**config.mk**
```make
export PLATFORM = sky130hd
export DESIGN_NAME = sysreg_lockfile
export DESIGN_NICKNAME = d
export VERILOG_FILES = /design/src/rtl/sysreg_pkg.sv /design/src/rtl/sysreg_decode.sv /design/src/rtl/sysreg_flagbank.sv /design/src/rtl/sysreg_guard.sv /design/src/rtl/sysreg_lockfile.sv
export SDC_FILE = /design/constraint.sdc
export NUM_CORES = 1
export LEC_CHECK = 0
export ABC_AREA = 0
export BUFFER_PORTS_ARGS = -buffer_cell sky130_fd_sc_hd__buf_2
export CORE_ASPECT_RATIO = 0.6
export CORE_MARGIN = 2
export CORE_UTILIZATION = 35
export CTS_CLUSTER_SIZE = 40
export DETAILED_ROUTE_END_ITERATION = 16
export RECOVER_POWER = 25
export SETUP_SLACK_MARGIN = 0.02
export SLEW_MARGIN = 20
export SYNTH_ARGS = -nofsm -noshare
export SYNTH_HDL_FRONTEND = slang
export SYNTH_SLANG_ARGS = --single-unit
```
**constraint.sdc**
```tcl
create_clock -name clk -period 4.2 [get_ports clk]
set_input_delay 0.21 -clock clk [delete_from_list [all_inputs] [get_ports clk]]
set_output_delay 0.21 -clock clk [all_outputs]
set_load 0.1 [all_outputs]
```
**src/rtl/sysreg_pkg.sv**
```systemverilog
// sysreg_pkg
// Shared offsets, constants and the decoded register-select type for the
// lockable system control register file. Assumes byte offsets, word aligned.
package sysreg_pkg;

    // Offsets with behaviour of their own
    localparam logic [31:0] OFS_ID       = 32'h00;
    localparam logic [31:0] OFS_LED      = 32'h08;
    localparam logic [31:0] OFS_LOCK     = 32'h20;
    localparam logic [31:0] OFS_CFG_A    = 32'h28;
    localparam logic [31:0] OFS_CFG_B    = 32'h2C;
    localparam logic [31:0] OFS_FLG_SET  = 32'h30;
    localparam logic [31:0] OFS_FLG_CLR  = 32'h34;
    localparam logic [31:0] OFS_NVF_SET  = 32'h38;
    localparam logic [31:0] OFS_NVF_CLR  = 32'h3C;
    localparam logic [31:0] OFS_RSTCTL   = 32'h40;
    localparam logic [31:0] OFS_K_PCI    = 32'h44;
    localparam logic [31:0] OFS_K_LCD    = 32'h50;
    localparam logic [31:0] OFS_K_TILE0  = 32'h84;
    localparam logic [31:0] OFS_K_TILE1  = 32'h88;

    // Windows of defined offsets that otherwise read zero
    localparam logic [31:0] WIN0_LO = 32'h00;
    localparam logic [31:0] WIN0_HI = 32'h74;
    localparam logic [31:0] WIN1_LO = 32'h80;
    localparam logic [31:0] WIN1_HI = 32'h9C;
    localparam logic [31:0] WIN2_LO = 32'hC0;
    localparam logic [31:0] WIN2_HI = 32'hD0;

    // Fixed read values
    localparam logic [31:0] K_PCI_VAL   = 32'h0000_0001;
    localparam logic [31:0] K_LCD_VAL   = 32'h0000_1000;
    localparam logic [31:0] K_TILE0_VAL = 32'h0200_0000;
    localparam logic [31:0] K_TILE1_VAL = 32'hFF00_0000;

    // Decoded register selection
    typedef enum logic [4:0] {
        SEL_NONE,
        SEL_ID,
        SEL_LED,
        SEL_LOCK,
        SEL_CFG_A,
        SEL_CFG_B,
        SEL_FLG_SET,
        SEL_FLG_CLR,
        SEL_NVF_SET,
        SEL_NVF_CLR,
        SEL_RSTCTL,
        SEL_K_PCI,
        SEL_K_LCD,
        SEL_K_TILE0,
        SEL_K_TILE1,
        SEL_ZERO
    } sel_e;

endpackage

```
**src/rtl/sysreg_decode.sv**
```systemverilog
// sysreg_decode
// Combinational address decoder. Maps a byte offset onto a register
// selection. Assumes ADDR_W >= 8. Unaligned or out-of-map offsets give
// SEL_NONE.
module sysreg_decode
    import sysreg_pkg::*;
#(
    parameter int ADDR_W = 8
) (
    input  logic [ADDR_W-1:0] addr,
    output sel_e              sel
);

    logic [31:0] a32;
    logic        in_window;

    assign a32 = 32'(addr);

    // Purpose: flag offsets that lie inside one of the defined windows
    always_comb begin
        in_window = ((a32 >= WIN0_LO) && (a32 <= WIN0_HI)) ||
                    ((a32 >= WIN1_LO) && (a32 <= WIN1_HI)) ||
                    ((a32 >= WIN2_LO) && (a32 <= WIN2_HI));
    end

    // Purpose: pick the register for an aligned offset
    always_comb begin
        sel = SEL_NONE;
        if (a32[1:0] == 2'b00) begin
            case (a32)
                OFS_ID:      sel = SEL_ID;
                OFS_LED:     sel = SEL_LED;
                OFS_LOCK:    sel = SEL_LOCK;
                OFS_CFG_A:   sel = SEL_CFG_A;
                OFS_CFG_B:   sel = SEL_CFG_B;
                OFS_FLG_SET: sel = SEL_FLG_SET;
                OFS_FLG_CLR: sel = SEL_FLG_CLR;
                OFS_NVF_SET: sel = SEL_NVF_SET;
                OFS_NVF_CLR: sel = SEL_NVF_CLR;
                OFS_RSTCTL:  sel = SEL_RSTCTL;
                OFS_K_PCI:   sel = SEL_K_PCI;
                OFS_K_LCD:   sel = SEL_K_LCD;
                OFS_K_TILE0: sel = SEL_K_TILE0;
                OFS_K_TILE1: sel = SEL_K_TILE1;
                default:     sel = in_window ? SEL_ZERO : SEL_NONE;
            endcase
        end
    end

endmodule

```
**src/rtl/sysreg_flagbank.sv**
```systemverilog
// sysreg_flagbank
// One flag register with separate write-one-to-set and write-one-to-clear
// strobes. Assumes at most one strobe per cycle; set wins if both are high.
module sysreg_flagbank #(
    parameter int DATA_W = 32
) (
    input  logic              clk,
    input  logic              clr_n,
    input  logic              set_en,
    input  logic              clr_en,
    input  logic [DATA_W-1:0] wdata,
    output logic [DATA_W-1:0] q
);

    // Purpose: update the flag bits from set/clear strobes
    always_ff @(posedge clk) begin
        if (!clr_n) begin
            q <= '0;
        end else if (set_en) begin
            q <= q | wdata;
        end else if (clr_en) begin
            q <= q & ~wdata;
        end
    end

endmodule

```
**src/rtl/sysreg_guard.sv**
```systemverilog
// sysreg_guard
// Key-protected reset control. Holds the lock word and the reset-level
// register, and emits a one-cycle reset request on an accepted write whose
// fire bit is set. Assumes DATA_W > FIRE_BIT and DATA_W >= KEY_W.
module sysreg_guard #(
    parameter int              DATA_W   = 32,
    parameter int              KEY_W    = 16,
    parameter logic [KEY_W-1:0] LOCK_KEY = 16'hA05F,
    parameter int              FIRE_BIT = 8
) (
    input  logic              clk,
    input  logic              rst_n,
    input  logic              lock_wr,
    input  logic              ctl_wr,
    input  logic [DATA_W-1:0] wdata,
    output logic [KEY_W-1:0]  lock_q,
    output logic [DATA_W-1:0] ctl_q,
    output logic              unlocked,
    output logic              fire
);

    localparam logic [DATA_W-1:0] KEY_FULL = DATA_W'(LOCK_KEY);

    logic ctl_take;

    assign unlocked = (lock_q == LOCK_KEY);
    assign ctl_take = ctl_wr && unlocked;

    // Purpose: store the key exactly, or a value that can never match it
    always_ff @(posedge clk) begin
        if (!rst_n) begin
            lock_q <= '0;
        end else if (lock_wr) begin
            if (wdata == KEY_FULL) begin
                lock_q <= LOCK_KEY;
            end else begin
                lock_q <= {1'b0, wdata[KEY_W-2:0]};
            end
        end
    end

    // Purpose: accept reset-level writes only while unlocked
    always_ff @(posedge clk) begin
        if (!rst_n) begin
            ctl_q <= '0;
        end else if (ctl_take) begin
            ctl_q <= wdata;
        end
    end

    // Purpose: register a single-cycle reset request
    always_ff @(posedge clk) begin
        if (!rst_n) begin
            fire <= 1'b0;
        end else begin
            fire <= ctl_take && wdata[FIRE_BIT];
        end
    end

endmodule

```
**src/rtl/sysreg_lockfile.sv**
```systemverilog
// sysreg_lockfile
// Top of the lockable system control register file. Decodes bus accesses,
// holds the plain registers, instantiates the two flag banks and the
// key-protected reset control, and registers read data. Assumes a single
// access per cycle and word-aligned byte offsets.
module sysreg_lockfile
    import sysreg_pkg::*;
#(
    parameter int              ADDR_W   = 8,
    parameter int              DATA_W   = 32,
    parameter int              KEY_W    = 16,
    parameter logic [KEY_W-1:0] LOCK_KEY = 16'hA05F,
    parameter int              FIRE_BIT = 8,
    parameter logic [31:0]     SYS_ID   = 32'h1178_0500
) (
    input  logic              clk,
    input  logic              rst_n,
    input  logic              por_n,
    input  logic [ADDR_W-1:0] bus_addr,
    input  logic              bus_rd,
    input  logic              bus_wr,
    input  logic [DATA_W-1:0] bus_wdata,
    output logic [DATA_W-1:0] bus_rdata,
    output logic [DATA_W-1:0] led_out,
    output logic              sys_reset_req,
    output logic              bad_access
);

    localparam int NBANK = 2;   // bank 0: volatile, bank 1: non-volatile

    sel_e                          sel;
    logic [DATA_W-1:0]             led_q;
    logic [DATA_W-1:0]             cfg_a_q;
    logic [DATA_W-1:0]             cfg_b_q;
    logic [KEY_W-1:0]              lock_q;
    logic [DATA_W-1:0]             rstctl_q;
    logic                          unlocked;
    logic [NBANK-1:0][DATA_W-1:0]  bank_q;
    logic [NBANK-1:0]              bank_set;
    logic [NBANK-1:0]              bank_clr;
    logic [DATA_W-1:0]             flag_q;
    logic [DATA_W-1:0]             nv_q;
    logic [DATA_W-1:0]             rd_mux;

    sysreg_decode #(
        .ADDR_W (ADDR_W)
    ) dec_i (
        .addr (bus_addr),
        .sel  (sel)
    );

    // Purpose: hold LED and config words
    always_ff @(posedge clk) begin
        if (!rst_n) begin
            led_q   <= '0;
            cfg_a_q <= '0;
            cfg_b_q <= '0;
        end else if (bus_wr) begin
            if (sel == SEL_LED)   led_q   <= bus_wdata;
            if (sel == SEL_CFG_A) cfg_a_q <= bus_wdata;
            if (sel == SEL_CFG_B) cfg_b_q <= bus_wdata;
        end
    end

    assign led_out = led_q;

    // Purpose: build set/clear strobes for both flag banks
    always_comb begin
        bank_set[0] = bus_wr && (sel == SEL_FLG_SET);
        bank_clr[0] = bus_wr && (sel == SEL_FLG_CLR);
        bank_set[1] = bus_wr && (sel == SEL_NVF_SET);
        bank_clr[1] = bus_wr && (sel == SEL_NVF_CLR);
    end

    for (genvar b = 0; b < NBANK; b++) begin : g_bank
        sysreg_flagbank #(
            .DATA_W (DATA_W)
        ) bank_i (
            .clk    (clk),
            .clr_n  ((b == 1) ? por_n : rst_n),
            .set_en (bank_set[b]),
            .clr_en (bank_clr[b]),
            .wdata  (bus_wdata),
            .q      (bank_q[b])
        );
    end

    assign flag_q = bank_q[0];
    assign nv_q   = bank_q[1];

    sysreg_guard #(
        .DATA_W   (DATA_W),
        .KEY_W    (KEY_W),
        .LOCK_KEY (LOCK_KEY),
        .FIRE_BIT (FIRE_BIT)
    ) guard_i (
        .clk      (clk),
        .rst_n    (rst_n),
        .lock_wr  (bus_wr && (sel == SEL_LOCK)),
        .ctl_wr   (bus_wr && (sel == SEL_RSTCTL)),
        .wdata    (bus_wdata),
        .lock_q   (lock_q),
        .ctl_q    (rstctl_q),
        .unlocked (unlocked),
        .fire     (sys_reset_req)
    );

    // Purpose: select the read value for the decoded offset
    always_comb begin
        case (sel)
            SEL_ID:      rd_mux = DATA_W'(SYS_ID);
            SEL_LED:     rd_mux = led_q;
            SEL_LOCK:    rd_mux = DATA_W'(lock_q);
            SEL_CFG_A:   rd_mux = cfg_a_q;
            SEL_CFG_B:   rd_mux = cfg_b_q;
            SEL_FLG_SET: rd_mux = flag_q;
            SEL_NVF_SET: rd_mux = nv_q;
            SEL_RSTCTL:  rd_mux = rstctl_q;
            SEL_K_PCI:   rd_mux = DATA_W'(K_PCI_VAL);
            SEL_K_LCD:   rd_mux = DATA_W'(K_LCD_VAL);
            SEL_K_TILE0: rd_mux = DATA_W'(K_TILE0_VAL);
            SEL_K_TILE1: rd_mux = DATA_W'(K_TILE1_VAL);
            default:     rd_mux = '0;
        endcase
    end

    // Purpose: register read data on the read strobe
    always_ff @(posedge clk) begin
        if (!rst_n) begin
            bus_rdata <= '0;
        end else if (bus_rd) begin
            bus_rdata <= rd_mux;
        end
    end

    // Purpose: remember any access outside the defined map
    always_ff @(posedge clk) begin
        if (!rst_n) begin
            bad_access <= 1'b0;
        end else if ((bus_rd || bus_wr) && (sel == SEL_NONE)) begin
            bad_access <= 1'b1;
        end
    end

endmodule

```
==> results of run 1 <==
area by class of cell:
type	count	area [um2]	share of cell area
inverters	10	37.5	0.00294
multi-input cells	956	5800	0.454
well taps	416	520	0.0408
clock inverters	9	85.1	0.00667
flip-flops and latches	242	4840	0.380
clock buffers	32	651	0.0510
repair buffers	152	825	0.0646
repair_timing:
action                                  4_1_cts  5_1_grt
setup buffers                                 0        0
hold buffers                                 14        0
endpoints found under the setup margin        0        0
hold endpoints to repair                     24        0
Yosys cell counts, types with 38 or more instances:
| master | n |
|---|---|
| nor2b_1 | 42 |
| nand2_1 | 312 |
| nor2_1 | 50 |
| dfxtp_1 | 242 |
| buf_2 | 43 |
| o21ai_0 | 51 |
| clkbuf_1 | 78 |
| nand3_1 | 38 |
| a21boi_0 | 47 |
| a21oi_1 | 83 |
| mux2i_1 | 96 |
| a21boi_1 | 49 |
per-stage QoR:
stage	std cells	hold WS, ps
finish	1817	18.6
global route	1817	18.5
CTS	1817	0.689
detailed placement	1762	442
global placement	1762	437
floorplan	1347	375
critical path, cell delays in order:
cell,delay (ps)
clkbuf_1,360
nor2_1,400
a21oi_1,160
o41ai_4,620
nor2b_1,170
a211oi_4,280
clkbuf_1,810
nand2_1,170
mux2i_1,160
cell usage in the layout, fill, tap and decap left out, drive strengths merged, types with 2 or more instances in the layout:
cell type,netlist,routed
and3,5,5
nor3,9,9
nor3b,33,33
inv,9,10
o221a,7,7
dfxtp,242,242
clkinv,1,8
and2,2,2
nor2b,42,42
a21boi,96,96
o211ai,24,24
a21oi,83,83
nand4,12,12
nand3,38,38
mux2i,96,96
o21bai,2,2
buf,61,68
xor2,2,2
dlygate4sd3,0,14
clkbuf,78,102
o21ai,51,51
nand4b,2,2
a221oi,16,16
nor4b,4,4
nand2,312,312
or2,2,2
a222oi,24,24
nor4bb,2,2
nor2,51,51
a22oi,11,11
and4,2,2
nor4,11,11
o2111ai,3,3
routing by layer:
layer,global-route usage,vias to the layer above,wire (um)
met4,0.0436,0,594
met5,0,-,0
met1,0.325,4863,17800
met2,0.333,426,15700
li1,-,4772,-
met3,0.0421,41,3200
worst min path at each step:
stage,to,slack [ps],cells after the start
after detailed placement,guard_i.ctl_q[21],440,2
after global placement,cfg_b_q[17],440,2
after global routing,cfg_b_q[1],20,3
final,cfg_b_q[7],20,3
after CTS,cfg_b_q[7],0.7,3
after floorplan,register,380,1
cell families after synthesis:
kind of cell	Yosys count
simple gates	532
compound gates	326
flops	242
buf+inv	149
mux	96
xor+xnor	2
power groups by stage:
stage,logic (W),clock network (W),registers (W)
after global routing,0.000267,0.00223,0.00230
after floorplan,0.000153,0,0.00236
after detailed placement,0.000236,0,0.00235
after CTS,0.000248,0.00213,0.00230
after global placement,0.000234,0,0.00235
final,0.000250,0.00210,0.00230
==> results by group, run 1 <==
Run status
  – Outcome: finished clean

Clock network
  – CTS buffer count: 24
  – # resized after CTS: 0
  – Clock latency on the worst-skew pair: 540 ps
  – Clk root buf: clkbuf_16
  – Longest Clk Path Bufs: 3
  – Worst-path clk slew: roughly 60 ps
  – TritonCTS sink count: roughly 240
  – Clock H-tree levels: 1
  – TritonCTS clock tree: built

Routing
  – Post-DR vias/cell: ~5.6
  – ANT nets after route: 0
  – Number of DRC markers in iteration 0: roughly 950
  – Vias: about 10000
  – Total length of routed wires: between 30000 and 40000 um
  – DRC viols: 0
  – Drt wl/cell: ~21 um
  – First-pass iteration count of the detailed router: 7

Hold path
  – Worst min path class: in2reg
  – Worst Min Path Start: bus_wdata[7]

Pwr
  – Clock share of power: 0.451
  – Total power draw: approximately 0.0046 W
  – Peak VDD IR: 0.000235 V
  – Flop pwr share: 0.495
  – Int Power: roughly 0.0035 W
  – Sw Share: 0.241
  – Leakage power: 3.98 nW
  – NetSw: 0.00112 W
  – Pwr Density: 364 nW/um2
  – Combinational share of power: 0.054

Die
  – Die Wd: ~240 um
  – Core Region: between 30000 and 40000 um2
  – Die area: between 30000 and 40000 um2
  – FP Rows: 50
  – # IOs: between 100 and 150
  – Starting density of the core: 0.358
  – Die height: around 140 um

Global route
  – First-pass GRT wire length: 57600 um
  – Vias in the first global route: 9449
  – Grt ovf: 0
  – Antenna violations before repair: 0
  – GR Util All Layers: 0.220
  – Largest net degree at the start of global routing: 76

Timing
  – Slew at the pin closest to its max-slew limit: 1350 ps
  – Final Setup Violations: 0
  – Crit path time final: 2950 ps
  – Post-route clock skew: 8.21 ps
  – Max_slew headroom: 0.102
  – Total negative slack: 0 ps
  – Slew Viols, Final: 0
  – Final worst-path cycle share: 0.703
  – Final hold vios: 0
  – RSZ-0062 raised after global routing: false
  – PnR worst setup slack: about 1200 ps
  – Fmax: between 300 and 400 MHz

Cells and area
  – Final Net Count: ~1400
  – N_diodes: 0
  – Fillers: 3191
  – Design Area, Final: approximately 13000 um2
  – Synthesis-to-finish area growth: 13.3%
  – Core Util, Final: 0.406
  – Layout cells sized above 1: 0.0921

Logic synthesis
  – Synth top area share: 0.430
  – EDFF count, synth: 0
  – Adder-cell share of the synthesized area: 0
  – Multiplexer share of the synthesized area: 0.0854
  – XOR/XNOR share of the synthesized area: 0.00156
  – Sequential element share of the synthesized area: 0.430
  – Synth async-reset ratio: 0
  – Simple-gate share of the synthesized area: 0.223
  – Post-Syn Area: between 10000 and 15000 um2
  – YS warnings: 0
  – Top FF cell, synth: dfxtp_1
  – Synth Instances: approximately 1300
  – Post-synthesis cell type count: between 50 and 60
  – Area contributors post-synth: dfxtp_1 43%, nand2_1 10%, mux2i_1 8.5%, a21oi_1 3.7%, a21boi_1 3.3%
  – Seq cells post-synth: roughly 240
  – Largest family of logic cells by synthesized area: simple AND/OR/NAND/NOR gates
  – Synth Area per Inst: roughly 8.4 um2
  – Post-synthesis compound-gate area fraction: 0.201
  – Cell taking the most area after synthesis: dfxtp_1
  – Post-synthesis net count: ~1400

Worst setup path
  – R2R Setup Slk: approximately 1400 ps
  – Critical path capture point type: register
  – Critical path class: in2reg
  – Critical Path RT: about 4600 ps
  – Worst EP arrival: around 3400 ps
  – Reg2reg start: guard_i.lock_q[4]
  – Reg-to-reg endpoint: guard_i.ctl_q[2]
  – R2R cell count: 7
  – CP Launch Point: bus_addr[4]
  – Startpoint Class: primary input
  – Critical path peak fanout: 21

Place
  – Placed cell area: approximately 12000 um2
  – Dpl ws: approximately 1200 ps
  – # port buffers: 110
  – Hpwl dp: around 23000 um
  – Routability cong.: 0.828

Job
  – Max Cap Viol: 0
No activity file was read; power rests on OpenSTA's default activity.
==> inputs of run 2 (changes only) <==
--- a/config.mk
+++ b/config.mk
@@ -5,7 +5,7 @@
 export SDC_FILE = /design/constraint.sdc
 export NUM_CORES = 1
 export LEC_CHECK = 0
-export ABC_AREA = 0
+export ABC_AREA = 1
 export BUFFER_PORTS_ARGS = -buffer_cell sky130_fd_sc_hd__buf_2
 export CORE_ASPECT_RATIO = 0.6
 export CORE_MARGIN = 2
==> constraint.sdc (replaced) <==
create_clock -name clk -period 2.8 [get_ports clk]
set_input_delay 0.14 -clock clk [delete_from_list [all_inputs] [get_ports clk]]
set_output_delay 0.14 -clock clk [all_outputs]
set_load 0.1 [all_outputs]
==> results by group, run 2 <==
Timing
  – Total negative slack: 0 ps (unchanged)
  – Post-route clock skew: 14.6 ps (+6.43 ps)
  – Slew Viols, Final: 0 (unchanged)
  – Final hold vios: 0 (unchanged)
  – Final worst-path cycle share: 0.894
  – RSZ-0062 raised after global routing: false
  – Max_slew headroom: 0.169 (+0.0669)
  – Crit path time final: 2500 ps
  – Slew at the pin closest to its max-slew limit: 1250 ps (-94.9 ps)
  – Fmax: 399 MHz
  – Final Setup Violations: 0 (unchanged)
  – PnR worst setup slack: 296 ps (-950 ps)

Global route
  – Antenna violations before repair: 2 (+2)
  – GR Util All Layers: 0.240 (+0.0201)
  – Largest net degree at the start of global routing: 52 (-32%)
  – First-pass GRT wire length: 59600 um (+3.6%)
  – Vias in the first global route: 9967 (+5.5%)
  – Grt ovf: 0 (unchanged)

Worst setup path
  – Largest stage delay on the critical path: 890 ps (+80 ps)
  – Critical path peak fanout: 26 (+24%)
  – Critical path class: in2reg
  – Delay-heaviest family, CP: buffers and inverters
  – R2R cell count: 7 (unchanged)
  – Worst-path cell chain: dlygate4sd3_1, clkbuf_1, inv_1, nor2_4, clkbuf_1, o21ai_0, a21oi_1
  – Reg-to-reg endpoint: guard_i.ctl_q[22]
  – Startpoint Class: primary input
  – Critical Path RT: 3260 ps (-1350 ps)
  – Worst EP arrival: 2960 ps (-400 ps)
  – Most used cell, CP: clkbuf_1
  – R2R Setup Slk: 740 ps (-670 ps)
  – Critical path capture point type: register
  – Reg2reg start: guard_i.lock_q[2]
  – CP max-delay cell: clkbuf_1
  – CP Buf/Inv Count: 4 (+2)

Logic synthesis
  – Synth async-reset ratio: 0 (unchanged)
  – Synth top area share: 0.454 (+0.0240)
  – Post-synthesis cell type count: 42 (-25%)
  – Top FF cell, synth: dfxtp_1
  – Cell taking the most area after synthesis: dfxtp_1
  – Commonest cells in the netlist: 364 x nand2_1, 242 x dfxtp_1, 217 x a21oi_1
  – Sequential element share of the synthesized area: 0.454 (+0.0240)
  – Area contributors post-synth: dfxtp_1 45%, nand2_1 13%, a21oi_1 10%, o21ai_0 5.5%, nor2_1 4.4%
  – EDFF count, synth: 0 (unchanged)
  – Post-synthesis net count: 1532 (+10%)
  – Synth Instances: 1487 (+10%)
  – Seq cells post-synth: 242 (unchanged)
  – YS warnings: 0 (unchanged)
  – Synth Area per Inst: 7.17 um2 (-14%)
  – Post-Syn Area: 10700 um2 (-5.3%)
  – Most frequent cell after synthesis: nand2_1

Hold path
  – Min-Delay Endpoint: cfg_a_q[6]
  – Worst Min Path Start: rst_n
  – Hold path depth: 3 (unchanged)
  – Worst min path class: in2reg

Cells and area
  – Most common cell after layout, fill and taps aside: nand2_1
  – Fin cells: 2030 (+12%)
  – Layout cells sized above 1: 0.102 (+0.00965)
  – Synthesis-to-finish area growth: 19.8%
  – Final Net Count: 1651 (+15%)
  – N_diodes: 0 (unchanged)
  – Most frequent cells in the layout: 364 x nand2_1, 242 x dfxtp_1, 217 x a21oi_1, 122 x nor2_1, 118 x o21ai_0

Routing
  – Number of DRC markers in iteration 0: 1061 (+11%)
  – Total length of routed wires: 39400 um (+5.6%)
  – DRC viols: 0 (unchanged)
  – First-pass iteration count of the detailed router: 5 (-2)
  – Post-DR vias/cell: 5.42 (-2.4%)
  – Drt wl/cell: 19.4 um (-5.5%)
  – ANT nets after route: 0 (unchanged)
  – Vias: 11000 (+9.0%)

Clock network
  – CTS buffer count: 24 (unchanged)
  – # resized after CTS: 0 (unchanged)
  – Clock latency on the worst-skew pair: 550 ps (about the same)
  – Clk root buf: clkbuf_16
  – Clock H-tree levels: 1 (unchanged)
  – TritonCTS sink count: 242 (unchanged)
  – Longest Clk Path Bufs: 3 (unchanged)
  – TritonCTS clock tree: built
  – Worst-path clk slew: 70 ps (about the same)

Pwr
  – Leakage power: 5.16 nW (+30%)
  – Pwr Density: 566 nW/um2 (+55%)
  – Peak VDD IR: 0.000413 V (+76%)

Run status
  – Outcome: finished clean

Die
  – Die height: 139 um (-2.6%)
  – Core Region: 30000 um2 (-4.5%)
  – Die Wd: 229 um (-2.6%)
  – Die area: 31900 um2 (-5.2%)
  – # IOs: 111 (unchanged)
  – Starting density of the core: 0.356 (-0.00278)
  – FP Rows: 49 (-2.0%)

Place
  – Dpl ws: 185 ps (-1060 ps)
  – Routability cong.: 0.886 (+7.0%)
  – Hpwl dp: 26200 um (+12%)
  – DP Cell Count: 1954 (+11%)
  – # port buffers: 110 (unchanged)

Job
  – Max Cap Viol: 0 (unchanged)
[run 2: cell types whose count changed in the layout (fill, tap and decap cells not counted), moves of 54 or more]
cell / previous run / this run
o21ai_0: 51 / 118
nand2_1: 310 / 364
mux2i_1: 96 / 0
inv_1: 9 / 80
a21oi_1: 83 / 217
nor2_1: 48 / 122
[run 2: tightest hold or removal path, delay by kind of cell]
kind | cells | cell delay (ps)
AOI/OAI and AO/OA | 2 | 220
buffers and inverters | 1 | 300
[run 2: cell type report]
class	count	area, um2
clock buffers	33	684
clock inverters	9	86.3
fillers	3104	17200
flip-flops and latches	242	4840
multi-input cells	1059	5060
repair buffers	192	1250
well taps	408	510
inverters	87	327
[run 2: how the worst max path moves through the flow]
stage,cells after the start,to,startpoint,slack [ps]
6_report,7,led_out[2],bus_wr,300
5_1_grt,7,led_out[4],bus_wr,190
4_1_cts,14,cfg_b_q[20],bus_addr[5],630
3_5_place_dp,16,cfg_a_q[4],bus_addr[5],190
3_3_place_gp,17,bus_rdata[12],bus_addr[3],260
2_1_floorplan,14,register,bus_addr[7],860
[run 2: layer usage]
metal / global-route usage / routed length [um] / vias up
li1: - / - / 5260
met1: 0.373 / 19400 / 5231
met2: 0.341 / 15700 / 482
met3: 0.0522 / 3880 / 37
met4: 0.0355 / 420 / 0
met5: 0 / 0 / -
[run 2: cells by family (layout without fill, tap and decap cells)]
logic type | Yosys count | in the layout | share of synthesized area
simple gates | 627 | 627 | 0.251
compound gates | 432 | 432 | 0.222
flops | 242 | 242 | 0.454
buf+inv | 186 | 321 | 0.0720
[run 2: power breakdown]
| group | switching, W | internal (W) |
|---|---|---|
| clock network | 0.00145 | 0.00180 |
| registers | 0.0000128 | 0.00347 |
| logic | 0.000362 | 0.000129 |
| total | 0.00183 | 0.00540 |
[run 2: timing repair]
item / 4_1_cts / 5_1_grt
buffers inserted: 0 / 0
hold buffers: 34 / 0
hold endpoints to repair: 111 / 0
[run 2: through the flow]
stage	util	power [W]	area [um2]	hold slack (ps)
after floorplan	-	0.00380	10700	255
after global placement	0.392	0.00400	11700	394
after detailed placement	0.392	0.00400	11700	409
after CTS	0.429	0.00726	12900	149
after global routing	0.426	0.00746	12800	173
final	0.426	0.00723	12800	170
==> inputs of run 3 (changes only) <==
==> constraint.sdc (replaced) <==
create_clock -name clk -period 2.5 [get_ports clk]
set_input_delay 0.125 -clock clk [delete_from_list [all_inputs] [get_ports clk]]
set_output_delay 0.125 -clock clk [all_outputs]
set_load 0.1 [all_outputs]
==> results by group, run 3 (same netlist as run 2, synthesis figures left out) <==
Run status
  – Outcome: finished clean

Routing
  – First-pass iteration count of the detailed router: 5 (unchanged)
  – ANT nets after route: 0 (unchanged)
  – Post-DR vias/cell: 5.35 (-1.3%)
  – Total length of routed wires: 38900 um (-1.2%)
  – Number of DRC markers in iteration 0: 1210 (+14%)
  – DRC viols: 0 (unchanged)
  – Vias: 11000 (-0.45%)
  – Drt wl/cell: 19.0 um (-2.1%)

Place
  – Hpwl dp: 25900 um (-0.89%)
  – DP Cell Count: 1969 (+0.77%)
  – Routability cong.: 0.915 (+3.3%)
  – # port buffers: 110 (unchanged)

Worst setup path
  – Startpoint Class: primary input
  – Worst-path cell chain: buf_2, inv_1, nand2_1, nor2_2, nand2_1, nand3_1, nor2_2, nand2_4, nand4_1, nor2_4, buf_4, buf_12, nand3_1, dlygate4sd3_1, a21oi_1
  – Largest stage delay on the critical path: 580 ps (-310 ps)
  – Critical path class: in2reg
  – Critical path peak fanout: 25 (-3.8%)
  – Critical path capture point type: register
  – CP max-delay cell: dlygate4sd3_1
  – Worst EP arrival: 2810 ps (-150 ps)
  – Critical Path RT: 2980 ps (-280 ps)

Global route
  – Grt ovf: 0 (unchanged)
  – GR Util All Layers: 0.239 (-0.000620)
  – First-pass GRT wire length: 60000 um (+0.57%)
  – Vias in the first global route: 10100 (+1.3%)
  – Antenna violations before repair: 0 (-2)
  – Largest net degree at the start of global routing: 118 (+130%)

Job
  – Max Cap Viol: 0 (unchanged)

Pwr
  – NetSw: 0.00205 W (+12%)
  – Clock share of power: 0.456 (+0.005)
  – Sw Share: 0.250 (-0.00313)
  – Pwr Density: 632 nW/um2 (+12%)
  – Peak VDD IR: 0.000558 V (+35%)
  – Leakage power: 5.30 nW (+2.8%)
  – Combinational share of power: 0.068 (about the same)
  – Int Power: 0.00615 W (+14%)
  – Flop pwr share: 0.476 (-0.006)

Clock network
  – Clk root buf: clkbuf_16
  – Worst-path clk slew: 70 ps (about the same)
  – Clock H-tree levels: 1 (unchanged)
  – TritonCTS clock tree: built
  – # resized after CTS: 0 (unchanged)
  – Clock latency on the worst-skew pair: 560 ps (about the same)
  – TritonCTS sink count: 242 (unchanged)
  – Longest Clk Path Bufs: 3 (unchanged)
  – CTS buffer count: 24 (unchanged)

Timing
  – Slew Viols, Final: 0 (unchanged)
  – Slew at the pin closest to its max-slew limit: 1240 ps (-15.6 ps)
  – Max_slew headroom: 0.179 (+0.0104)
  – Hold WS: 180 ps (+10.4 ps)
  – Final hold vios: 0 (unchanged)
  – Fmax: about 430 MHz
  – Total negative slack: 0 ps (unchanged)
  – Final worst-path cycle share: 0.931
  – Final Setup Violations: 0 (unchanged)
  – RSZ-0062 raised after global routing: false
  – Post-route clock skew: 33.0 ps (+18.3 ps)
  – Crit path time final: roughly 2300 ps

Cells and area
  – Synthesis-to-finish area growth: 21.7%
  – Core Util, Final: 0.433 (+0.00684)
  – Area occupied by multi-input gates: 5050 um2 (-0.15%)
  – Most common cell after layout, fill and taps aside: nand2_1
  – Fin cells: 2048 (+0.89%)
  – Fillers: 3133 (+0.93%)
  – Layout cells sized above 1: 0.113 (+0.0118)
  – Register Area: 4840 um2 (unchanged)
  – Most frequent cells in the layout: 364 x nand2_1, 242 x dfxtp_1, 217 x a21oi_1, 123 x nor2_1, 118 x o21ai_0
  – Final Net Count: 1667 (+0.97%)

Die
  – Die area: 31900 um2 (unchanged)
  – Die height: 139 um (unchanged)
  – # IOs: 111 (unchanged)
  – Core Region: 30000 um2 (unchanged)
  – FP Rows: 49 (unchanged)
  – Starting density of the core: 0.356 (unchanged)
  – Die Wd: 229 um (unchanged)

Hold path
  – Worst min path class: in2reg
-- run 3: changes by cell type in the layout (fill, tap and decap cells not counted), moves of 3 or more --
cell	change
buf_4	+10
buf_2	+7
clkbuf_1	-6
buf_12	+4
clkbuf_8	+3
clkinv_2	-3
-- run 3: what timing repair did --
action                    4_1_cts  5_1_grt
setup buffers                   0        0
hold endpoints to repair      116        0
hold buffers                   35        0
-- run 3: power groups by stage --
stage / registers, W / logic (W) / clock network, W
detailed placement: 0.00398 / 0.000506 / 0
global route: 0.00390 / 0.000591 / 0.00395
floorplan: 0.00401 / 0.000243 / 0
finish: 0.00390 / 0.000559 / 0.00374
CTS: 0.00390 / 0.000551 / 0.00377
global placement: 0.00398 / 0.000507 / 0
-- run 3: metal layers --
layer	GRT usage	share of wire	vias to the layer above
met5	0	0	-
met2	0.333	0.39	514
met4	0.0444	0.017	0
li1	-	-	5283
met3	0.0446	0.090	48
met1	0.379	0.50	5115
-- run 3: layout make-up --
class,count,area share
well taps,408,0.0393
flip-flops and latches,242,0.373
repair buffers,208,0.111
clock inverters,6,0.00559
diodes,1,0.000193
multi-input cells,1059,0.390
clock buffers,37,0.0562
inverters,87,0.0252
-- run 3: through the flow --
stage | total power, W | worst slack (ps) | area, um2
6_report | 0.00820 | 171 | 13000
2_1_floorplan | 0.00425 | 576 | 10700
3_3_place_gp | 0.00449 | 20.1 | 11900
3_5_place_dp | 0.00449 | 31.9 | 11900
4_1_cts | 0.00821 | 310 | 13100
5_1_grt | 0.00843 | 135 | 13000
-- run 3: worst max-delay path: cells and delay by family --
kind | cells | cell delay, ps
AOI/OAI and AO/OA | 1 | 150
buffers and inverters | 5 | 1140
and+or+nand+nor | 9 | 1370
-- run 3: final timing paths --
| check | startpoint | to | slack (ps) | cells past startpoint |
|---|---|---|---|---|
| worst max-delay path | bus_addr[2] | cfg_b_q[20] | 170 | 15 |
| worst min-delay path | por_n | register | 180 | 2 |
| worst max register to register | guard_i.lock_q[5] | guard_i.ctl_q[8] | 360 | 8 |
| worst min register to register | bus_rdata[0] | bus_rdata[0] | 460 | 2 |
